**src/rtl/ecc4_pkg.sv**
```systemverilog
package ecc4_pkg;
  typedef enum logic [3:0] {
    ST_IDLE,
    ST_LOAD,
    ST_SYND,
    ST_KICK,
    ST_PRE,
    ST_BUSY,
    ST_FRD,
    ST_FWR,
    ST_DONE
  } seq_st_e;

  localparam logic [3:0] ENG_CLEAN = 4'd0;
  localparam logic [3:0] ENG_FATAL = 4'd1;
  localparam logic [3:0] ENG_WORK  = 4'd4;
  localparam int HALF_SHIFT = 16;
endpackage

```
**src/rtl/ecc4_unpack.sv**
```systemverilog
module ecc4_unpack #(
  parameter int NBYTE = 10,
  parameter int SYM_W = 10,
  parameter int NSYM  = 8
) (
  input  logic [NBYTE*8-1:0]    code,
  output logic [NSYM*SYM_W-1:0] syms,
  output logic                  blank
);
  // Stored bytes form one little-endian bit string; symbols are consecutive slices.
  for (genvar j = 0; j < NSYM; j++) begin : g_sym
    assign syms[j*SYM_W +: SYM_W] = code[j*SYM_W +: SYM_W];
  end
  assign blank = &code;
endmodule

```
**src/rtl/ecc4_err_pick.sv**
```systemverilog
module ecc4_err_pick #(
  parameter int SYM_W  = 10,
  parameter int SECT   = 512,
  localparam int AW    = $clog2(SECT),
  localparam int BIAS  = SECT + 7
) (
  input  logic [1:0]    idx,
  input  logic [31:0]   addr_a,
  input  logic [31:0]   addr_b,
  input  logic [31:0]   val_a,
  input  logic [31:0]   val_b,
  output logic [AW-1:0] offset,
  output logic [7:0]    value,
  output logic          in_range
);
  import ecc4_pkg::*;
  logic [31:0]      aw, vw;
  logic [SYM_W-1:0] ah, vh;
  logic [SYM_W:0]   diff;
  logic             unused_bits;

  always_comb begin
    aw = idx[1] ? addr_b : addr_a;
    vw = idx[1] ? val_b  : val_a;
    ah = idx[0] ? aw[HALF_SHIFT +: SYM_W] : aw[SYM_W-1:0];
    vh = idx[0] ? vw[HALF_SHIFT +: SYM_W] : vw[SYM_W-1:0];
    diff     = (SYM_W+1)'(BIAS) - {1'b0, ah};
    in_range = ({1'b0, ah} >= (SYM_W+1)'(BIAS - SECT + 1)) && ({1'b0, ah} <= (SYM_W+1)'(BIAS));
    offset   = diff[AW-1:0];
    value    = vh[7:0];
  end
  assign unused_bits = ^{aw[31:26], aw[15:10], vh[SYM_W-1:8], vw[31:26], vw[15:10]};
endmodule

```
**src/rtl/ecc4_wait_cnt.sv**
```systemverilog
module ecc4_wait_cnt #(
  parameter int LIMIT = 100,
  localparam int CW   = $clog2(LIMIT + 1)
) (
  input  logic clk,
  input  logic rst_n,
  input  logic run,
  output logic hit
);
  logic [CW-1:0] cnt, cnt_n;

  always_comb begin
    cnt_n = run ? cnt + CW'(1) : '0;
    hit   = run && (cnt == CW'(LIMIT - 1));
  end

  always_ff @(posedge clk or negedge rst_n) begin
    if (!rst_n) cnt <= '0;
    else        cnt <= cnt_n;
  end

  a_r11_cnt_bounded: assert property (@(posedge clk) disable iff (!rst_n)
    hit |=> (cnt == '0) || !run);
endmodule

```
**src/rtl/ecc4_fix_seq.sv**
```systemverilog
module ecc4_fix_seq #(
  parameter int NBYTE    = 10,
  parameter int SYM_W    = 10,
  parameter int NSYM     = 8,
  parameter int SECT     = 512,
  parameter int WAIT_CYC = 5000,
  parameter int BUSY_CYC = 20000,
  localparam int AW      = $clog2(SECT),
  localparam int LW      = $clog2(NSYM)
) (
  input  logic                  clk,
  input  logic                  rst_n,
  input  logic                  start,
  input  logic [NBYTE*8-1:0]    code_in,
  output logic                  done,
  output logic                  fail,
  output logic [2:0]            fix_count,
  output logic                  eng_load_vld,
  output logic [SYM_W-1:0]      eng_load_val,
  input  logic [NSYM*SYM_W-1:0] eng_synd,
  output logic                  eng_calc_start,
  input  logic [3:0]            eng_state,
  input  logic [1:0]            eng_nerr,
  input  logic [31:0]           eng_addr_a,
  input  logic [31:0]           eng_addr_b,
  input  logic [31:0]           eng_val_a,
  input  logic [31:0]           eng_val_b,
  output logic [AW-1:0]         buf_addr,
  output logic                  buf_rd,
  input  logic [7:0]            buf_rdata,
  output logic                  buf_wr,
  output logic [7:0]            buf_wdata
);
  import ecc4_pkg::*;

  seq_st_e               st, st_n;
  logic [LW-1:0]         li, li_n;
  logic [1:0]            eidx, eidx_n;
  logic [2:0]            nerr_q, nerr_n, fix_q, fix_n;
  logic                  fail_q, fail_n, syms_en;
  logic [NSYM*SYM_W-1:0] syms_w, syms_q;
  logic                  blank, pre_hit, busy_hit, in_range, last_err;
  logic [AW-1:0]         eoff;
  logic [7:0]            eval;

  ecc4_unpack #(.NBYTE(NBYTE), .SYM_W(SYM_W), .NSYM(NSYM)) u_unpack (
    .code(code_in), .syms(syms_w), .blank(blank));

  ecc4_err_pick #(.SYM_W(SYM_W), .SECT(SECT)) u_pick (
    .idx(eidx), .addr_a(eng_addr_a), .addr_b(eng_addr_b),
    .val_a(eng_val_a), .val_b(eng_val_b),
    .offset(eoff), .value(eval), .in_range(in_range));

  ecc4_wait_cnt #(.LIMIT(WAIT_CYC)) u_pre_wait (
    .clk(clk), .rst_n(rst_n), .run(st == ST_PRE), .hit(pre_hit));

  ecc4_wait_cnt #(.LIMIT(BUSY_CYC)) u_busy_wd (
    .clk(clk), .rst_n(rst_n), .run(st == ST_BUSY), .hit(busy_hit));

  assign last_err = ({1'b0, eidx} == nerr_q - 3'd1);

  // Next-state and output decode
  always_comb begin
    st_n = st; li_n = li; eidx_n = eidx; nerr_n = nerr_q;
    fix_n = fix_q; fail_n = fail_q; syms_en = 1'b0;
    eng_load_vld = 1'b0; eng_load_val = '0; eng_calc_start = 1'b0;
    buf_addr = '0; buf_rd = 1'b0; buf_wr = 1'b0; buf_wdata = '0;
    done = 1'b0;
    unique case (st)
      ST_IDLE: if (start) begin
        fix_n = '0; fail_n = 1'b0; syms_en = 1'b1; li_n = LW'(NSYM - 1);
        st_n = blank ? ST_DONE : ST_LOAD;
      end
      ST_LOAD: begin
        eng_load_vld = 1'b1;
        eng_load_val = syms_q[li*SYM_W +: SYM_W];
        if (li == '0) st_n = ST_SYND;
        else          li_n = li - LW'(1);
      end
      ST_SYND: st_n = (eng_synd == '0) ? ST_DONE : ST_KICK;
      ST_KICK: begin
        eng_calc_start = 1'b1;
        st_n = ST_PRE;
      end
      // A low status right after the kick is not trusted until work is seen.
      ST_PRE: if (eng_state >= ENG_WORK || pre_hit) st_n = ST_BUSY;
      ST_BUSY: begin
        if (eng_state == ENG_CLEAN) st_n = ST_DONE;
        else if (eng_state == ENG_FATAL) begin
          fail_n = 1'b1; st_n = ST_DONE;
        end else if (eng_state < ENG_WORK) begin
          nerr_n = {1'b0, eng_nerr} + 3'd1; eidx_n = '0; st_n = ST_FRD;
        end else if (busy_hit) begin
          fail_n = 1'b1; st_n = ST_DONE;
        end
      end
      ST_FRD: begin
        if (in_range) begin
          buf_rd = 1'b1; buf_addr = eoff; st_n = ST_FWR;
        end else if (last_err) st_n = ST_DONE;
        else eidx_n = eidx + 2'd1;
      end
      ST_FWR: begin
        buf_wr = 1'b1; buf_addr = eoff; buf_wdata = buf_rdata ^ eval;
        fix_n = fix_q + 3'd1;
        if (last_err) st_n = ST_DONE;
        else begin
          eidx_n = eidx + 2'd1; st_n = ST_FRD;
        end
      end
      ST_DONE: begin
        done = 1'b1; st_n = ST_IDLE;
      end
      default: st_n = ST_IDLE;
    endcase
  end

  always_ff @(posedge clk or negedge rst_n) begin
    if (!rst_n) begin
      st <= ST_IDLE; li <= '0; eidx <= '0; nerr_q <= '0;
      fix_q <= '0; fail_q <= 1'b0;
    end else begin
      st <= st_n; li <= li_n; eidx <= eidx_n; nerr_q <= nerr_n;
      fix_q <= fix_n; fail_q <= fail_n;
    end
  end

  always_ff @(posedge clk or negedge rst_n) begin
    if (!rst_n)       syms_q <= '0;
    else if (syms_en) syms_q <= syms_w;
  end

  assign fail      = fail_q && done;
  assign fix_count = fix_q;

  a_r1_blank_no_load: assert property (@(posedge clk) disable iff (!rst_n)
    (start && blank && st == ST_IDLE) |=> !eng_load_vld && done);
  a_r5_kick_single: assert property (@(posedge clk) disable iff (!rst_n)
    eng_calc_start |=> !eng_calc_start);
  a_r9_rmw_pair: assert property (@(posedge clk) disable iff (!rst_n)
    buf_wr |-> $past(buf_rd) && ($past(buf_addr) == buf_addr));
  a_r10_done_pulse: assert property (@(posedge clk) disable iff (!rst_n)
    done |=> !done);
  a_r10_fail_with_done: assert property (@(posedge clk) disable iff (!rst_n)
    fail |-> done);
  a_r10_count_bound: assert property (@(posedge clk) disable iff (!rst_n)
    done |-> fix_count <= 3'd4);
endmodule

```
**config.mk**
```make
export PLATFORM = sky130hd
export DESIGN_NAME = ecc4_fix_seq
export DESIGN_NICKNAME = d
export VERILOG_FILES = /design/src/rtl/ecc4_pkg.sv /design/src/rtl/ecc4_unpack.sv /design/src/rtl/ecc4_err_pick.sv /design/src/rtl/ecc4_wait_cnt.sv /design/src/rtl/ecc4_fix_seq.sv
export SDC_FILE = /design/constraint.sdc
export NUM_CORES = 1
export LEC_CHECK = 0
export CAP_MARGIN = 30
export CORE_MARGIN = 1
export CORE_UTILIZATION = 39
export CTS_CLUSTER_SIZE = 24
export DETAILED_ROUTE_END_ITERATION = 6
export PLACE_DENSITY = 0.78
export RECOVER_POWER = 25
export SYNTH_ARGS = -nofsm -noshare
export SYNTH_HDL_FRONTEND = slang
export SYNTH_HIERARCHICAL = 1
export SYNTH_SLANG_ARGS = --single-unit
export TNS_END_PERCENT = 100
```
**constraint.sdc**
```tcl
create_clock -name clk -period 3.3 [get_ports clk]
set_input_delay 0.825 -clock clk [delete_from_list [all_inputs] [get_ports clk]]
set_output_delay 0.825 -clock clk [all_outputs]
set_load 0.05 [all_outputs]
```
# After elaboration in Yosys (flattened, before gate mapping)
# Index checks and enable logic that the tools add are counted.
# word_totals
reg_bits	124
latchBits	0
ramBits	0
rom_bits	0
output_inout_bits	36
elab_cells	118
mem_count	0
# classes
add_sub_neg	8
mul	1
div	0
n_lt_le_gt_ge	4
eq_ne	24
shift	1
muxes	48
bitwise	3
reduce_logical	20
# op_table
op	n
$logic_not 80->1	1
$reduce_and 80->1	1
$shiftx 80x8->10	1
$mux 4	12
$pmux 4 s8	1
$mux 26	1
$mux 24	1
$mux 10	2
$pmux 9 s2	1
$eq 4x3->1 const B	4
$mux 8	2
$ne 2x2->1 const B	8
$add 15x1->15 const B	1
$eq 15x15->1 const B	1
$mux 15	1
$reduce_and 5->1	3
$add 13x1->13 const B	1
$eq 13x13->1 const B	1
$mux 1	13
$mux 13	1
$pmux 3 s2	2
$ge 10x4->1 const B	1
$le 10x10->1 const B	1
$mux 2	5
29 further kinds	43

# Longest topological paths before layout
# logic_depth
ltp_word	7
depth_mapped	11
depth_no_buf	10

# Cells and area by module
# Netlist, hierarchy kept.
# by_module_without_submodules
mod	instances	cells_each	area_per_inst_um2	seq_area_each_um2
ecc4_fix_seq	1	563	5046.1	2402.3
ecc4_wait_cnt at u_busy_wd	1	82	797.0	375.4
ecc4_unpack	1	107	768.2	0.0
ecc4_wait_cnt at u_pre_wait	1	67	659.4	325.3
ecc4_err_pick	1	43	595.6	0.0

# Worst setup path after synthesis
# Ideal clock, no wire load.
# synth_timing
kind	input port to output port
start	input port eng_addr_b[21]
end	output port buf_addr[0]
t_arrival_ns	3.697
setup_slack_ns	-1.222
cell_stages	8
cell_sequence	mux4_2 or2_4 nor4_4 mux2i_1 nand3_1 inv_1 nor2_1 nor2b_1
# synth_via
elab_chain_len	6
word_cells_on_any_way	7
classes_between	order compare: 2; mux: 4; reduce/logical: 1
# synth_lines
element	line	text
from (decl)	ecc4_fix_seq.sv:25	input logic [31:0] eng_addr_b,
$mux 26 (*)	ecc4_err_pick.sv:23	aw = idx[1] ? addr_b : addr_a;
$mux 10 (*)	ecc4_err_pick.sv:25	ah = idx[0] ? aw[HALF_SHIFT +: SYM_W] : aw[SYM_W-1:0];
$ge 10x4->1 or $le 10x10->1 (tied branches)	ecc4_err_pick.sv:28	in_range = ({1'b0, ah} >= (SYM_W+1)'(BIAS - SECT + 1)) && ({1'b0, ah} <= (SYM_W+1)'(BIAS));
$logic_and 1x1->1 (*)	ecc4_err_pick.sv:28	
named net in_range	ecc4_fix_seq.sv:42	logic blank, pre_hit, busy_hit, in_range, last_err;
$mux 9 (*)	ecc4_fix_seq.sv:98	if (in_range) begin
$pmux 9 s2 (*)	ecc4_fix_seq.sv:69	unique case (st)
to (decl)	ecc4_fix_seq.sv:28	output logic [AW-1:0] buf_addr,
# The timed path passes the listed nets; every way through them passes the cells marked *.

# Final worst setup path
# layout_timing
start	input port eng_addr_b[19]
end	output port buf_addr[1]
# The elaborated chain is that of the path after synthesis.

==> flow_metrics.env <==
export IMPL_outcome="finished with violations"
export IMPL_violations="negative setup slack"
export IMPL_layout_nets=1421
export IMPL_synth_top_area_share=0.394
export IMPL_via_count=7206
export IMPL_start_util=0.402
export IMPL_grt_max_degree=82
export IMPL_synth_top_area_cell="dfrtp_1"
export IMPL_fin_crit_sh=1.20
export IMPL_r2r_end="st[0]"
export IMPL_total_power_mw=8.33
export IMPL_track_usage=0.237
export IMPL_antenna_found_initial=2
export IMPL_firstDrtPassIters=7
export IMPL_clock_path_buffers=2
export IMPL_ios=341
export IMPL_hold_buffers=0
export IMPL_drt_iter0_drc=469
export IMPL_fin_crit_ns=3.95
export IMPL_slew_violations=0
export IMPL_cts_tree="done"
export IMPL_drive_gt1_frac=0.180
export IMPL_hold_violations=0
export IMPL_crit_type="input port to output pin"
export IMPL_worst_r2r_setup_slack_ns=0.04
export IMPL_ir_drop_v=0.000392
export IMPL_wl_per_cell_um=17.5
export IMPL_port_buffers=284
export IMPL_cts_buffers=17
export IMPL_r2r_start="eidx[1]"
export IMPL_rr_worst_depth=12
export IMPL_worstSetupStartpointType="input port"
export IMPL_finalWeightedCongestion=0.849
export IMPL_hp_start="syms_q[22]"
export IMPL_dp_hpwl_mm=18.1
export IMPL_floorplan_rows=51
export IMPL_ys_seq_elements=124
export IMPL_area_delta_synth_final_pct=48.1
export IMPL_grt_setup_unrepaired="yes"
export IMPL_tightest_slew_ns=1.34
export IMPL_synth_nets=1177
export IMPL_setup_slack_ns=-0.650
export IMPL_syn_avg_cell_area_um2=9.13
export IMPL_clk_latency_ns=0.41
export IMPL_antenna_left=0
export IMPL_power_density_mw_per_mm2=715
export IMPL_grt_pass1_wl_mm=36.8
export IMPL_async_flop_share=1.00
export IMPL_holdPathEnd="syms_q[22]"
export IMPL_ys_warn_count=6
export IMPL_fp_dieW_um=144
export IMPL_placed_cell_area_mm2=0.0108
export IMPL_cts_root_buf="clkbuf_16"
export IMPL_synth_cell_types=65
export IMPL_fin_tns_setup_ns=-6.19
export IMPL_hold_path_class="register to register"
export IMPL_cp_max_fo=9
export IMPL_worstPathArrival_ns=3.12
export IMPL_fin_worst_skew_ns=0.00846
export IMPL_htreeDepth=4
export IMPL_setup_viol=10
export IMPL_clkSinkCount=124
export IMPL_post_route_cell_area_mm2=0.0116
export IMPL_syn_inst=862
export IMPL_grt_pass1_vias=7225
export IMPL_synth_edf_count=0
export IMPL_synth_ff_type="dfrtp_1"
export IMPL_clkTransAtPathRegs_ns=0.05
export IMPL_routed_via_density=5.21
export IMPL_slew_headroom=0.107
export IMPL_synthTopCellsByArea="dfrtp_1 39%, nand2_1 13%, mux4_2 9.7%, buf_4 7.8%, nor4_1 2.7%"
export IMPL_fp_dieArea_mm2=0.0207
export IMPL_routed_wl_mm=24.2
export IMPL_p_leak_nw=5.14
export IMPL_drv_cap=0
export IMPL_final_util=0.594
export IMPL_worstPathRequired_ns=2.47
export IMPL_fmax_ghz=0.253
export IMPL_drc=0
export IMPL_ys_seq_area_frac=0.394
export IMPL_min_delay_path_depth=2
export IMPL_die_h_um=144
export IMPL_core_area_mm2=0.0196
export IMPL_mappedNetlistArea_mm2=0.00787
export IMPL_grt_overflow=0
export IMPL_cp_end_kind="output pin"
## cells in the final DEF (no fill, tap or decap), types with 4 or more instances in the layout
| cell type | netlist | final |
|---|---|---|
| clkdlybuf4s15_1 | 0 | 15 |
| xor2_1 | 5 | 5 |
| inv_1 | 19 | 18 |
| nand3_1 | 13 | 11 |
| nor4_1 | 34 | 33 |
| clkdlybuf4s50_1 | 0 | 215 |
| bufinv_16 | 0 | 5 |
| dlygate4sd2_1 | 0 | 16 |
| dfrtp_1 | 124 | 124 |
| o31ai_1 | 4 | 4 |
| ha_1 | 10 | 9 |
| nand4_1 | 32 | 32 |
| nand3_2 | 2 | 4 |
| xnor2_1 | 15 | 15 |
| nor3_1 | 4 | 4 |
| buf_12 | 0 | 23 |
| mux4_2 | 34 | 38 |
| nand2_1 | 267 | 267 |
| clkbuf_16 | 0 | 17 |
| o21ai_0 | 15 | 15 |
| nand2b_1 | 10 | 10 |
| nor2b_4 | 0 | 9 |
| a21oi_1 | 18 | 17 |
| buf_4 | 82 | 59 |
| and3_1 | 5 | 4 |
| or4_1 | 8 | 8 |
| dlymetal6s2s_1 | 0 | 4 |
| buf_6 | 3 | 6 |
| nor2_1 | 41 | 40 |
| or3_1 | 6 | 6 |
| mux2i_1 | 19 | 18 |
## routing by layer
metal  vias up  part of all wire  global-route usage  wire, um
met5         -                 0                   0         0
met4         0             0.027              0.0834       650
met3        37             0.073              0.0576      1780
met2       348              0.51               0.410     12400
met1      3431              0.39               0.286      9430
li1       3390                 -                   -         -
## report_power, final
group / internal, mW / switching, mW / total, mW
clock: 1.36 / 0.635 / 1.99
combinational: 1.86 / 1.96 / 3.82
sequential: 2.07 / 0.447 / 2.52
## worst max path at each step
stage                  end  cells after the start           start
6_report       buf_addr[1]                     11  eng_addr_b[19]
5_1_grt        buf_addr[1]                     11         eidx[1]
4_1_cts        buf_addr[7]                     11         eidx[1]
3_5_place_dp   buf_addr[7]                     10  eng_addr_b[19]
3_3_place_gp   buf_addr[8]                     10   eng_addr_a[4]
2_1_floorplan  buf_addr[0]                      8  eng_addr_b[19]
## worst max-delay path, stage by stage
cell and delay [ns]:
clkdlybuf4s15_1 0.17, mux4_2 0.49, or2_4 0.29, nor4_4 0.28
mux2i_2 0.31, nand3_2 0.14, clkinvlp_4 0.12, nor2_4 0.04
buf_12 0.16, nor2b_4 0.15, buf_12 0.15
## layout make-up
| cell class | instances | area, um^2 |
|---|---|---|
| Antenna cell | 3 | 7.51 |
| Clock buffer | 20 | 457 |
| Clock inverter | 8 | 168 |
| Fill cell | 1676 | 7940 |
| Inverter | 21 | 82.6 |
| Multi-Input combinational cell | 601 | 4020 |
| Sequential cell | 124 | 3100 |
| Tap cell | 265 | 332 |
| Timing Repair Buffer | 341 | 3480 |
## metrics by stage
step / worst slack (ns) / std cells / hold WS [ns]
detailed placement: -0.890 / 1333 / 0.457
CTS: -0.528 / 1381 / 0.470
floorplan: -0.590 / 862 / 0.440
finish: -0.650 / 1383 / 0.467
global route: -0.702 / 1382 / 0.487
global placement: -0.867 / 1333 / 0.452
## registers in the layout (all words and copies together), names as in the netlist
| name | cells |
|---|---|
| syms_q | 80 |
| u_busy_wd/cnt | 15 |
| u_pre_wait/cnt | 13 |
| st | 4 |
| fix_count | 3 |
| li | 3 |
| nerr_q | 3 |
| eidx | 2 |
| fail_q | 1 |
## logic make-up after synthesis
logic type      after synthesis  share of synthesized area
xor+xnor                     20                     0.0223
fa+ha+maj                    10                     0.0159
flops                       124                      0.394
mux                          59                      0.138
buf+inv                     137                      0.110
compound gates               55                     0.0428
simple gates                457                      0.277
## cell usage after synthesis (all sizes together), types with 3 or more instances
master,number
o21ai,19
or4,8
mux2i,19
nand2b,10
a21oi,18
dfrtp,124
and2,3
nand4,33
nor3,6
buf,96
nand3,15
nor2b,9
xnor2,15
xor2,5
nor2,42
and3,5
ha,10
nor4,37
inv,21
clkbuf,20
nand2,268
mux4,38
o31ai,4
or3,8
## what timing repair did
item,in CTS,in global routing
buffers inserted,21,7
resized for setup,57,17
pin swaps,7,6
setup endpoints to repair,10,16
Note: power is estimated with default switching activity, not from simulation.
